[src/rtl/scl_tg_pkg.sv]
package scl_tg_pkg;

    typedef enum logic [1:0] {
        ST_IDLE = 2'd0,
        ST_HIGH = 2'd1,
        ST_LOW  = 2'd2
    } scl_state_t;

    // base timing register fields
    localparam int BT_STEP_LSB = 0;
    localparam int BT_SMP_LSB  = 8;
    // high-speed timing register fields
    localparam int HT_EN_LSB   = 0;
    localparam int HT_STEP_LSB = 8;
    localparam int HT_SMP_LSB  = 12;
    localparam logic [1:0] HT_EN_CODE = 2'b11;
    // ratio register fields
    localparam int RT_EN_BIT   = 12;
    localparam int RT_HI_LSB   = 6;
    localparam int RT_LO_LSB   = 0;
    // data-change point register fields
    localparam int SD_EN_BIT   = 12;
    localparam int SD_BASE_LSB = 0;
    localparam int SD_HS_LSB   = 6;

endpackage

[src/rtl/scl_tg_stage.sv]
module scl_tg_stage #(
    parameter int W = 8
) (
    input  logic         clk,
    input  logic         rst_n,
    input  logic         clr,
    input  logic         inc,
    input  logic [W-1:0] lim,
    output logic         wrap
);
    logic [W-1:0] cnt;

    assign wrap = inc && (cnt == lim);

    always_ff @(posedge clk or negedge rst_n) begin
        if (!rst_n) begin
            cnt <= '0;
        end else if (clr) begin
            cnt <= '0;
        end else if (inc) begin
            cnt <= wrap ? '0 : cnt + 1'b1;
        end
    end
endmodule

[src/rtl/scl_tg_decode.sv]
module scl_tg_decode
    import scl_tg_pkg::*;
#(
    parameter int REG_W     = 16,
    parameter int SMP_W     = 3,
    parameter int STEP_W    = 6,
    parameter int HS_STEP_W = 3,
    parameter int CNT_W     = STEP_W + 1
) (
    input  logic             hs_sel,
    input  logic [REG_W-1:0] base_timing,
    input  logic [REG_W-1:0] hs_timing,
    input  logic [REG_W-1:0] base_ratio,
    input  logic [REG_W-1:0] hs_ratio,
    input  logic [REG_W-1:0] sda_timing,
    output logic [SMP_W-1:0] sample_m1,
    output logic [CNT_W-1:0] high_len,
    output logic [CNT_W-1:0] low_len,
    output logic [CNT_W-1:0] sda_pt
);
    logic             hs_on;
    logic [CNT_W-1:0] step_len;
    logic [REG_W-1:0] ratio;
    logic [CNT_W-1:0] rat_hi, rat_lo, pt_raw;
    logic             unused_bits;

    assign unused_bits = ^{base_timing, hs_timing, base_ratio, hs_ratio, sda_timing};

    assign hs_on = hs_sel && (hs_timing[HT_EN_LSB +: 2] == HT_EN_CODE);

    always_comb begin
        if (hs_on) begin
            sample_m1 = hs_timing[HT_SMP_LSB +: SMP_W];
            step_len  = CNT_W'(hs_timing[HT_STEP_LSB +: HS_STEP_W]) + CNT_W'(1);
            ratio     = hs_ratio;
            pt_raw    = CNT_W'(sda_timing[SD_HS_LSB +: STEP_W]);
        end else begin
            sample_m1 = base_timing[BT_SMP_LSB +: SMP_W];
            step_len  = CNT_W'(base_timing[BT_STEP_LSB +: STEP_W]) + CNT_W'(1);
            ratio     = base_ratio;
            pt_raw    = CNT_W'(sda_timing[SD_BASE_LSB +: STEP_W]);
        end

        rat_hi = CNT_W'(ratio[RT_HI_LSB +: STEP_W]);
        rat_lo = CNT_W'(ratio[RT_LO_LSB +: STEP_W]);

        if (ratio[RT_EN_BIT]) begin
            high_len = (rat_hi == '0) ? CNT_W'(1) : rat_hi;
            low_len  = (rat_lo == '0) ? CNT_W'(1) : rat_lo;
        end else begin
            high_len = step_len;
            low_len  = step_len;
        end

        if (sda_timing[SD_EN_BIT]) begin
            sda_pt = (pt_raw >= low_len) ? (low_len - CNT_W'(1)) : pt_raw;
        end else begin
            sda_pt = low_len >> 1;
        end
    end
endmodule

[src/rtl/scl_timing_gen.sv]
module scl_timing_gen
    import scl_tg_pkg::*;
#(
    parameter int REG_W     = 16,
    parameter int DIV_W     = 8,
    parameter int SMP_W     = 3,
    parameter int STEP_W    = 6,
    parameter int HS_STEP_W = 3
) (
    input  logic             clk,
    input  logic             rst_n,
    input  logic             en,
    input  logic             hs_sel,
    input  logic [DIV_W-1:0] clk_div_m1,
    input  logic [REG_W-1:0] base_timing,
    input  logic [REG_W-1:0] hs_timing,
    input  logic [REG_W-1:0] base_ratio,
    input  logic [REG_W-1:0] hs_ratio,
    input  logic [REG_W-1:0] sda_timing,
    output logic             scl_o,
    output logic             sda_upd_o,
    output logic             scl_smp_o
);
    localparam int CNT_W = STEP_W + 1;

    scl_state_t       state, nxt;
    logic             run, div_tick, samp_tick, phase_end;
    logic [SMP_W-1:0] sample_m1;
    logic [CNT_W-1:0] high_len, low_len, sda_pt, cur_len_m1, ph_cnt;

    scl_tg_decode #(
        .REG_W(REG_W), .SMP_W(SMP_W), .STEP_W(STEP_W),
        .HS_STEP_W(HS_STEP_W), .CNT_W(CNT_W)
    ) i_decode (
        .hs_sel     (hs_sel),
        .base_timing(base_timing),
        .hs_timing  (hs_timing),
        .base_ratio (base_ratio),
        .hs_ratio   (hs_ratio),
        .sda_timing (sda_timing),
        .sample_m1  (sample_m1),
        .high_len   (high_len),
        .low_len    (low_len),
        .sda_pt     (sda_pt)
    );

    assign run = en && (state != ST_IDLE);

    scl_tg_stage #(.W(DIV_W)) i_prescale (
        .clk(clk), .rst_n(rst_n), .clr(!run), .inc(run),
        .lim(clk_div_m1), .wrap(div_tick)
    );

    scl_tg_stage #(.W(SMP_W)) i_sample (
        .clk(clk), .rst_n(rst_n), .clr(!run), .inc(div_tick),
        .lim(sample_m1), .wrap(samp_tick)
    );

    assign cur_len_m1 = ((state == ST_LOW) ? low_len : high_len) - CNT_W'(1);
    assign phase_end  = samp_tick && (ph_cnt == cur_len_m1);

    // phase (step) counter: sample units elapsed in the current half
    always_ff @(posedge clk or negedge rst_n) begin
        if (!rst_n) begin
            ph_cnt <= '0;
        end else if (!run || phase_end) begin
            ph_cnt <= '0;
        end else if (samp_tick) begin
            ph_cnt <= ph_cnt + CNT_W'(1);
        end
    end

    always_comb begin
        nxt = state;
        unique case (state)
            ST_IDLE: if (en) nxt = ST_HIGH;
            ST_HIGH: begin
                if (!en)            nxt = ST_IDLE;
                else if (phase_end) nxt = ST_LOW;
            end
            ST_LOW: begin
                if (!en)            nxt = ST_IDLE;
                else if (phase_end) nxt = ST_HIGH;
            end
            default: nxt = ST_IDLE;
        endcase
    end

    always_ff @(posedge clk or negedge rst_n) begin
        if (!rst_n) state <= ST_IDLE;
        else        state <= nxt;
    end

    always_comb begin
        scl_o     = (state != ST_LOW);
        scl_smp_o = (state == ST_HIGH) && samp_tick && (ph_cnt == '0);
        sda_upd_o = (state == ST_LOW) && samp_tick && (ph_cnt == sda_pt);
    end
endmodule

[config.mk]
export PLATFORM = sky130hd
export DESIGN_NAME = scl_timing_gen
export DESIGN_NICKNAME = d
export VERILOG_FILES = /design/src/rtl/scl_tg_pkg.sv /design/src/rtl/scl_tg_stage.sv /design/src/rtl/scl_tg_decode.sv /design/src/rtl/scl_timing_gen.sv
export SDC_FILE = /design/constraint.sdc
export NUM_CORES = 1
export LEC_CHECK = 0
export BUFFER_PORTS_ARGS = -buffer_cell sky130_fd_sc_hd__buf_4
export CORE_ASPECT_RATIO = 0.5
export CORE_UTILIZATION = 56
export CTS_CLUSTER_DIAMETER = 60
export DETAILED_ROUTE_END_ITERATION = 7
export PLACE_DENSITY = 0.95
export SYNTH_ARGS = -nofsm -noshare
export SYNTH_HDL_FRONTEND = slang
export SYNTH_SLANG_ARGS = --single-unit
export TNS_END_PERCENT = 30
[constraint.sdc]
create_clock -name clk -period 6.2 [get_ports clk]
set_input_delay 0.31 -clock clk [delete_from_list [all_inputs] [get_ports clk]]
set_output_delay 0.31 -clock clk [all_outputs]
set_load 0.05 [all_outputs]
# Word level (Yosys, flattened, before mapping)
# Cells that the tools add are included.
[totals]
regBits = 20
out_inout_bits = 3
[classes]
order_cmp = 1
eq_ne = 12
muxes = 24
addsub = 7
reduce_logical = 18
[op_table]
columns = ["operator", "n"]
rows = [
  ["7-bit 2-to-1 mux", 8],
  ["6-bit 2-to-1 mux", 3],
  ["8-bit 2-to-1 mux", 2],
  ["7-bit equality test", 2],
  ["7-bit by 1-bit subtractor with 7-bit output, second input constant", 2],
  ["13-bit 2-to-1 mux", 1],
  ["6-bit logical NOT", 2],
  ["3-bit 2-to-1 mux", 4],
  ["2-bit 2-to-1 mux", 5],
  ["1-bit logical AND", 9],
  ["8-bit by 1-bit adder with 8-bit output, second input constant", 1],
  ["8-bit equality test", 1],
  ["6-bit by 1-bit adder with 7-bit output, second input constant", 1],
  ["7-bit by 1-bit adder with 7-bit output, second input constant", 1],
  ["6-bit by 7-bit >= comparator with 1-bit output", 1],
  ["7-bit logical NOT", 1],
  ["2-bit != test, second input constant", 3],
  ["3-bit != test, second input constant", 2],
  ["2-bit one-hot mux with 3 select lines", 1],
  ["3-bit by 1-bit adder with 4-bit output, second input constant", 1],
  ["2-bit equality test, second input constant", 2],
  ["2-bit nonzero test", 2],
  ["3-bit by 1-bit adder with 3-bit output, second input constant", 1],
  ["3-bit equality test", 1],
  ["5 further kinds", 5],
]

# Longest topological paths before layout
[depth]
word_depth = 13
mapped_depth = 16

# Hierarchy
# A second synthesis with hierarchy kept.
[unflattened]
cells_unflattened = 335
hier_area_um2 = 2658.8
[by_module_without_submodules]
columns = ["mod", "n_inst", "seq_area_each_um2", "area_each_um2", "cells_each"]
rows = [
  ["scl_tg_decode", 1, 0.0, 1068.5, 165],
  ["scl_timing_gen", 1, 225.2, 868.3, 100],
  ["scl_tg_stage at i_prescale", 1, 200.2, 523.0, 51],
  ["scl_tg_stage at i_sample", 1, 75.1, 198.9, 19],
]

# Worst setup path after synthesis
# OpenSTA, ideal clock, no wires.
[synth_path]
path_type = "input to output"
from = "in hs_timing[0]"
to = "out sda_upd_o"
arrival_ps = 3461
slack_ps = 2429
cell_stages = 16
n_path_buf = 2
path_cell_list = "nand3_1 > buf_2 > buf_2 > o21ai_0 > or3_1 > o21ai_1 > inv_1 > ha_1 > nand3_1 > o21ai_0 > o21a_1 > nand2_1 > nor4_1 > xor2_1 > a2111oi_0 > and4_1"
[synth_via]
elab_chain_len = 11
word_cells_on_any_way = 18
classes_between = "add/sub: 1; order compare: 1; eq/ne: 3; mux: 8; reduce/logical: 5"
[synth_lines]
columns = ["item", "line_no", "rtl"]
rows = [
  ["from (decl)", "scl_timing_gen.sv:16", "input logic [REG_W-1:0] hs_timing,"],
  ["2-bit equality test (*)", "scl_tg_decode.sv:29", "assign hs_on = hs_sel && (hs_timing[HT_EN_LSB +: 2] == HT_EN_CODE);"],
  ["1-bit logical AND (*)", "scl_tg_decode.sv:29", ""],
  ["13-bit 2-to-1 mux", "scl_tg_decode.sv:32", "if (hs_on) begin"],
  ["6-bit logical NOT", "scl_tg_decode.sv:49", "low_len = (rat_lo == '0) ? CNT_W'(1) : rat_lo;"],
  ["6-bit 2-to-1 mux", "scl_tg_decode.sv:49", ""],
  ["7-bit 2-to-1 mux", "scl_tg_decode.sv:47", "if (ratio[RT_EN_BIT]) begin"],
  ["7-bit by 1-bit subtractor with 7-bit output / 6-bit by 7-bit >= comparator with 1-bit output (equally long branches)", "scl_tg_decode.sv:56", "sda_pt = (pt_raw >= low_len) ? (low_len - CNT_W'(1)) : pt_raw;"],
  ["7-bit 2-to-1 mux", "scl_tg_decode.sv:56", ""],
  ["7-bit 2-to-1 mux", "scl_tg_decode.sv:55", "if (sda_timing[SD_EN_BIT]) begin"],
  ["7-bit equality test", "scl_timing_gen.sv:97", "sda_upd_o = (state == ST_LOW) && samp_tick && (ph_cnt == sda_pt);"],
  ["1-bit logical AND (*)", "scl_timing_gen.sv:97", ""],
  ["to (decl)", "scl_timing_gen.sv:21", "output logic sda_upd_o,"],
]
# Every way passes the cells marked *; elsewhere a longest branch is shown, timed or not.

# Worst setup path in the final report
[layout_path]
from = "in hs_sel"
to = "out sda_upd_o"
[layout_via]
elab_chain_len = 10
word_cells_on_any_way = 17
classes_between = "add/sub: 1; order compare: 1; eq/ne: 2; mux: 8; reduce/logical: 5"
[layout_lines]
columns = ["item", "line_no", "rtl"]
rows = [
  ["from (decl)", "scl_timing_gen.sv:13", "input logic hs_sel,"],
  ["1-bit logical AND (*)", "scl_tg_decode.sv:29", ""],
  ["13-bit 2-to-1 mux", "scl_tg_decode.sv:32", ""],
  ["6-bit logical NOT", "scl_tg_decode.sv:49", ""],
  ["6-bit 2-to-1 mux", "scl_tg_decode.sv:49", ""],
  ["7-bit 2-to-1 mux", "scl_tg_decode.sv:47", ""],
  ["7-bit by 1-bit subtractor with 7-bit output / 6-bit by 7-bit >= comparator with 1-bit output (equally long branches)", "scl_tg_decode.sv:56", ""],
  ["7-bit 2-to-1 mux", "scl_tg_decode.sv:56", ""],
  ["7-bit 2-to-1 mux", "scl_tg_decode.sv:55", ""],
  ["7-bit equality test", "scl_timing_gen.sv:97", ""],
  ["1-bit logical AND (*)", "scl_timing_gen.sv:97", ""],
]
# Marked as above.

==> results.sh <==
export IMPL_synth_area_sq_mm=0.002799
export IMPL_grt_ovfl_total=0
export IMPL_power_density_mw_per_mm2=120.2
export IMPL_synth_xor_area_frac=0.1408
export IMPL_fillerInstances=370
export IMPL_wl_met1_um=3320
export IMPL_cp_endpoint="sda_upd_o"
export IMPL_post_dp_hpwl_um=6297
export IMPL_seq_area_sq_um=500.5
export IMPL_drc=0
export IMPL_fin_tns_setup_ns=0
export IMPL_synth_mux_area_frac=0.07510
export IMPL_ys_warn_count=0
export IMPL_rrSetupSlack_ns=2.96
export IMPL_core_area_sq_mm=0.004594
export IMPL_synth_seq_cells=20
export IMPL_synth_top_area_share=0.1788
export IMPL_hold_path_class="input pin to register"
export IMPL_peakVddDrop_mv=0.1170
export IMPL_rr_worst_depth=10
export IMPL_timing_rr_end="state[1]$_DFFE_PN0P_"
export IMPL_initial_core_util=0.6092
export IMPL_worstSetupPathType="input pin to output port"
export IMPL_final_cell_mix="buf_4 (72), nand2_1 (37), nor2_1 (27)"
export IMPL_ys_seq_area_frac=0.1788
export IMPL_ant_nets=0
export IMPL_synth_cell_types=68
export IMPL_grt_pass1_vias=2831
export IMPL_ys_flop_type="dfrtp_1"
export IMPL_maxSlewViolCount=0
export IMPL_endpoint_kind="output port"
export IMPL_synth_compound_area_frac=0.1994
export IMPL_place_gp_congestion=0.9303
export IMPL_layoutNonFillerInstCount=484
export IMPL_wl_met2_um=3602
export IMPL_cts_root_buf="clkbuf_8"
export IMPL_clock_skew_ns=0.002709
export IMPL_synth_nets=462
export IMPL_clkTransAtPathRegs_ns=0.07
export IMPL_cp_required_ns=5.89
export IMPL_clock_sinks=20
export IMPL_antenna_found_initial=0
export IMPL_port_buffer_count=70
export IMPL_final_net_count=526
export IMPL_hold_path_startpoint="en"
export IMPL_maxCapViolCount=0
export IMPL_wirelength_um=7858
export IMPL_area_growth_pct=20.97
export IMPL_cp_max_fo=20
export IMPL_layout_commonest_cell="buf_4"
export IMPL_post_drt_wl_per_cell_um=16.24
export IMPL_startpoint_type="input pin"
export IMPL_vias=2959
export IMPL_synth_edff_count=0
export IMPL_synth_simple_gate_area_frac=0.2874
export IMPL_drtIter0Drc=254
export IMPL_fp_dieW_um=102.0
export IMPL_antenna_cells=0
export IMPL_hold_violations=0
export IMPL_grt_pass1_wl_um=13280
export IMPL_drive_gt1_frac=0.2416
export IMPL_dp_cells=480
export IMPL_synth_fa_ha_area_frac=0.06258
export IMPL_h_tree_depth=1
export IMPL_avgSynthCellArea_sq_um=7.862
export IMPL_track_usage=0.3228
export IMPL_cts_buffers=3
export IMPL_finalCriticalPeriod_ns=4.682
export IMPL_rsz0062_at_grt="no"
export IMPL_drt_pass1_iter_count=5
export IMPL_leakage_nw=1.581
export IMPL_setup_violations=0
export IMPL_period_share=0.7552
export IMPL_yosys_area_top_type="dfrtp_1"
export IMPL_arrival_ns=4.37
export IMPL_clock_latency_ns=0.25
export IMPL_max_freq_mhz=213.6
export IMPL_crit_path_start="hs_sel"
export IMPL_routed_via_density=6.114
export IMPL_grt_max_degree=21
export IMPL_row_count=17
export IMPL_multiInputGateArea_sq_mm=0.002142
export IMPL_ctsResizeCount=0
export IMPL_status="completed"
export IMPL_reg2reg_from="state[1]$_DFFE_PN0P_"
export IMPL_netlist_instances=356
export IMPL_relSlewSlack=0.4728
export IMPL_pin_count=95
export IMPL_maxUsedRoutingLayer="met4"
export IMPL_dieHeight_um=51.99
export IMPL_tightest_slew_ns=0.7908
export IMPL_synth_area_leaders="dfrtp_1 (18%), xor2_1 (7.8%), ha_1 (6.3%)"
export IMPL_die_area_sq_mm=0.005302
export IMPL_finalPower_mw=0.4068
export IMPL_met3WireLength_um=754
export IMPL_synth_top_family_by_area="simple AND/OR/NAND/NOR gates"
export IMPL_async_flop_share=1.000
export IMPL_cts_tree="yes"
export IMPL_cts_buffer_depth=2
per-stage QoR:
step | instance area (sq um) | worst slack (ns) | util | hold WS, ns
2_1_floorplan | 2799 | 2.429 | - | 0.01441
3_3_place_gp | 3334 | 1.775 | 0.7258 | 0.1942
3_5_place_dp | 3334 | 1.553 | 0.7258 | 0.2015
4_1_cts | 3386 | 1.563 | 0.7369 | 0.3280
5_1_grt | 3386 | 1.113 | 0.7369 | 0.3497
6_report | 3386 | 1.518 | 0.7369 | 0.3290
timing repair:
action	CTS	global route
endpoints found under the setup margin	0	0
setup buffers	0	0
endpoints found under the hold margin	20	0
hold buffers	1	0
how the worst min path moves through the flow:
stage | end | slack, ns | depth (start not counted)
final | state[1]$_DFFE_PN0P_ | 0.33 | 2
after global routing | state[1]$_DFFE_PN0P_ | 0.35 | 2
after floorplan | i_prescale.cnt[0]$_DFF_PN0_ | 0.01 | 0
after detailed placement | ph_cnt[5]$_DFFE_PN0P_ | 0.20 | 1
after global placement | ph_cnt[6]$_DFFE_PN0P_ | 0.19 | 1
after CTS | state[1]$_DFFE_PN0P_ | 0.33 | 2
critical path, cell delays in order:
cell	delay [ns]
buf_4	0.08
and3_1	0.67
mux2i_1	0.26
buf_4	0.25
nand2_2	0.09
a21o_1	0.22
ha_1	0.27
nand2b_1	0.10
a31oi_1	0.09
o21ai_0	0.35
o21a_1	0.21
nand2_1	0.12
nor4_1	0.45
xor2_1	0.12
a2111oi_0	0.36
and4_1	0.23
buf_4	0.19
kinds of logic (layout without fill, tap and decap cells):
kind of cell / Yosys count / count (layout)
AOI/OAI and AO/OA: 74 / 74
xor gates and xnor gates: 45 / 45
adders and majority gates: 14 / 14
buffers and inverters: 31 / 93
DFF: 20 / 20
muxes: 20 / 20
and+or+nand+nor: 152 / 152
cells in the mapped netlist, types with 3 or more instances:
cell type,instances
a31oi_1,9
a21oi_1,9
nand2_1,37
nor3_1,10
xor2_1,25
buf_2,7
o211ai_1,6
nor2_1,27
o21ai_0,13
nand2b_1,11
nand4_1,7
dfrtp_1,20
mux2i_1,15
nor2_2,7
ha_1,14
a211oi_1,3
a311oi_1,3
a21o_1,3
nand3_1,17
nor4_1,3
inv_1,16
and3_1,10
o311ai_0,3
xnor2_1,20
mux2_1,3
buf_6,3
sequential cells by signal, summed over array words and instances, names as in the netlist:
name and count:
i_prescale.cnt 8, ph_cnt 7, i_sample.cnt 3, state 2
routing by layer:
| metal | GRT usage | up-vias |
|---|---|---|
| met4 | 0.1262 | 0 |
| met1 | 0.4346 | 1352 |
| li1 | - | 1418 |
| met2 | 0.5324 | 166 |
| met3 | 0.03898 | 23 |
| met5 | 0 | - |
final cells by class:
type                    count  share of cell area
inverters                  17             0.02033
repair buffers             73              0.1626
multi-input cells         305              0.6327
clock buffers               3             0.01220
flip-flops and latches     20              0.1478
well taps                  66             0.02439
power breakdown:
part | leakage [nW] | switching [mW] | internal [mW]
sequential | 0.276 | 0.00179 | 0.131
combinational | 1.28 | 0.103 | 0.0883
clock | 0.0216 | 0.0390 | 0.0432
total | 1.58 | 0.144 | 0.263
Power figures use the tool's default switching activity.
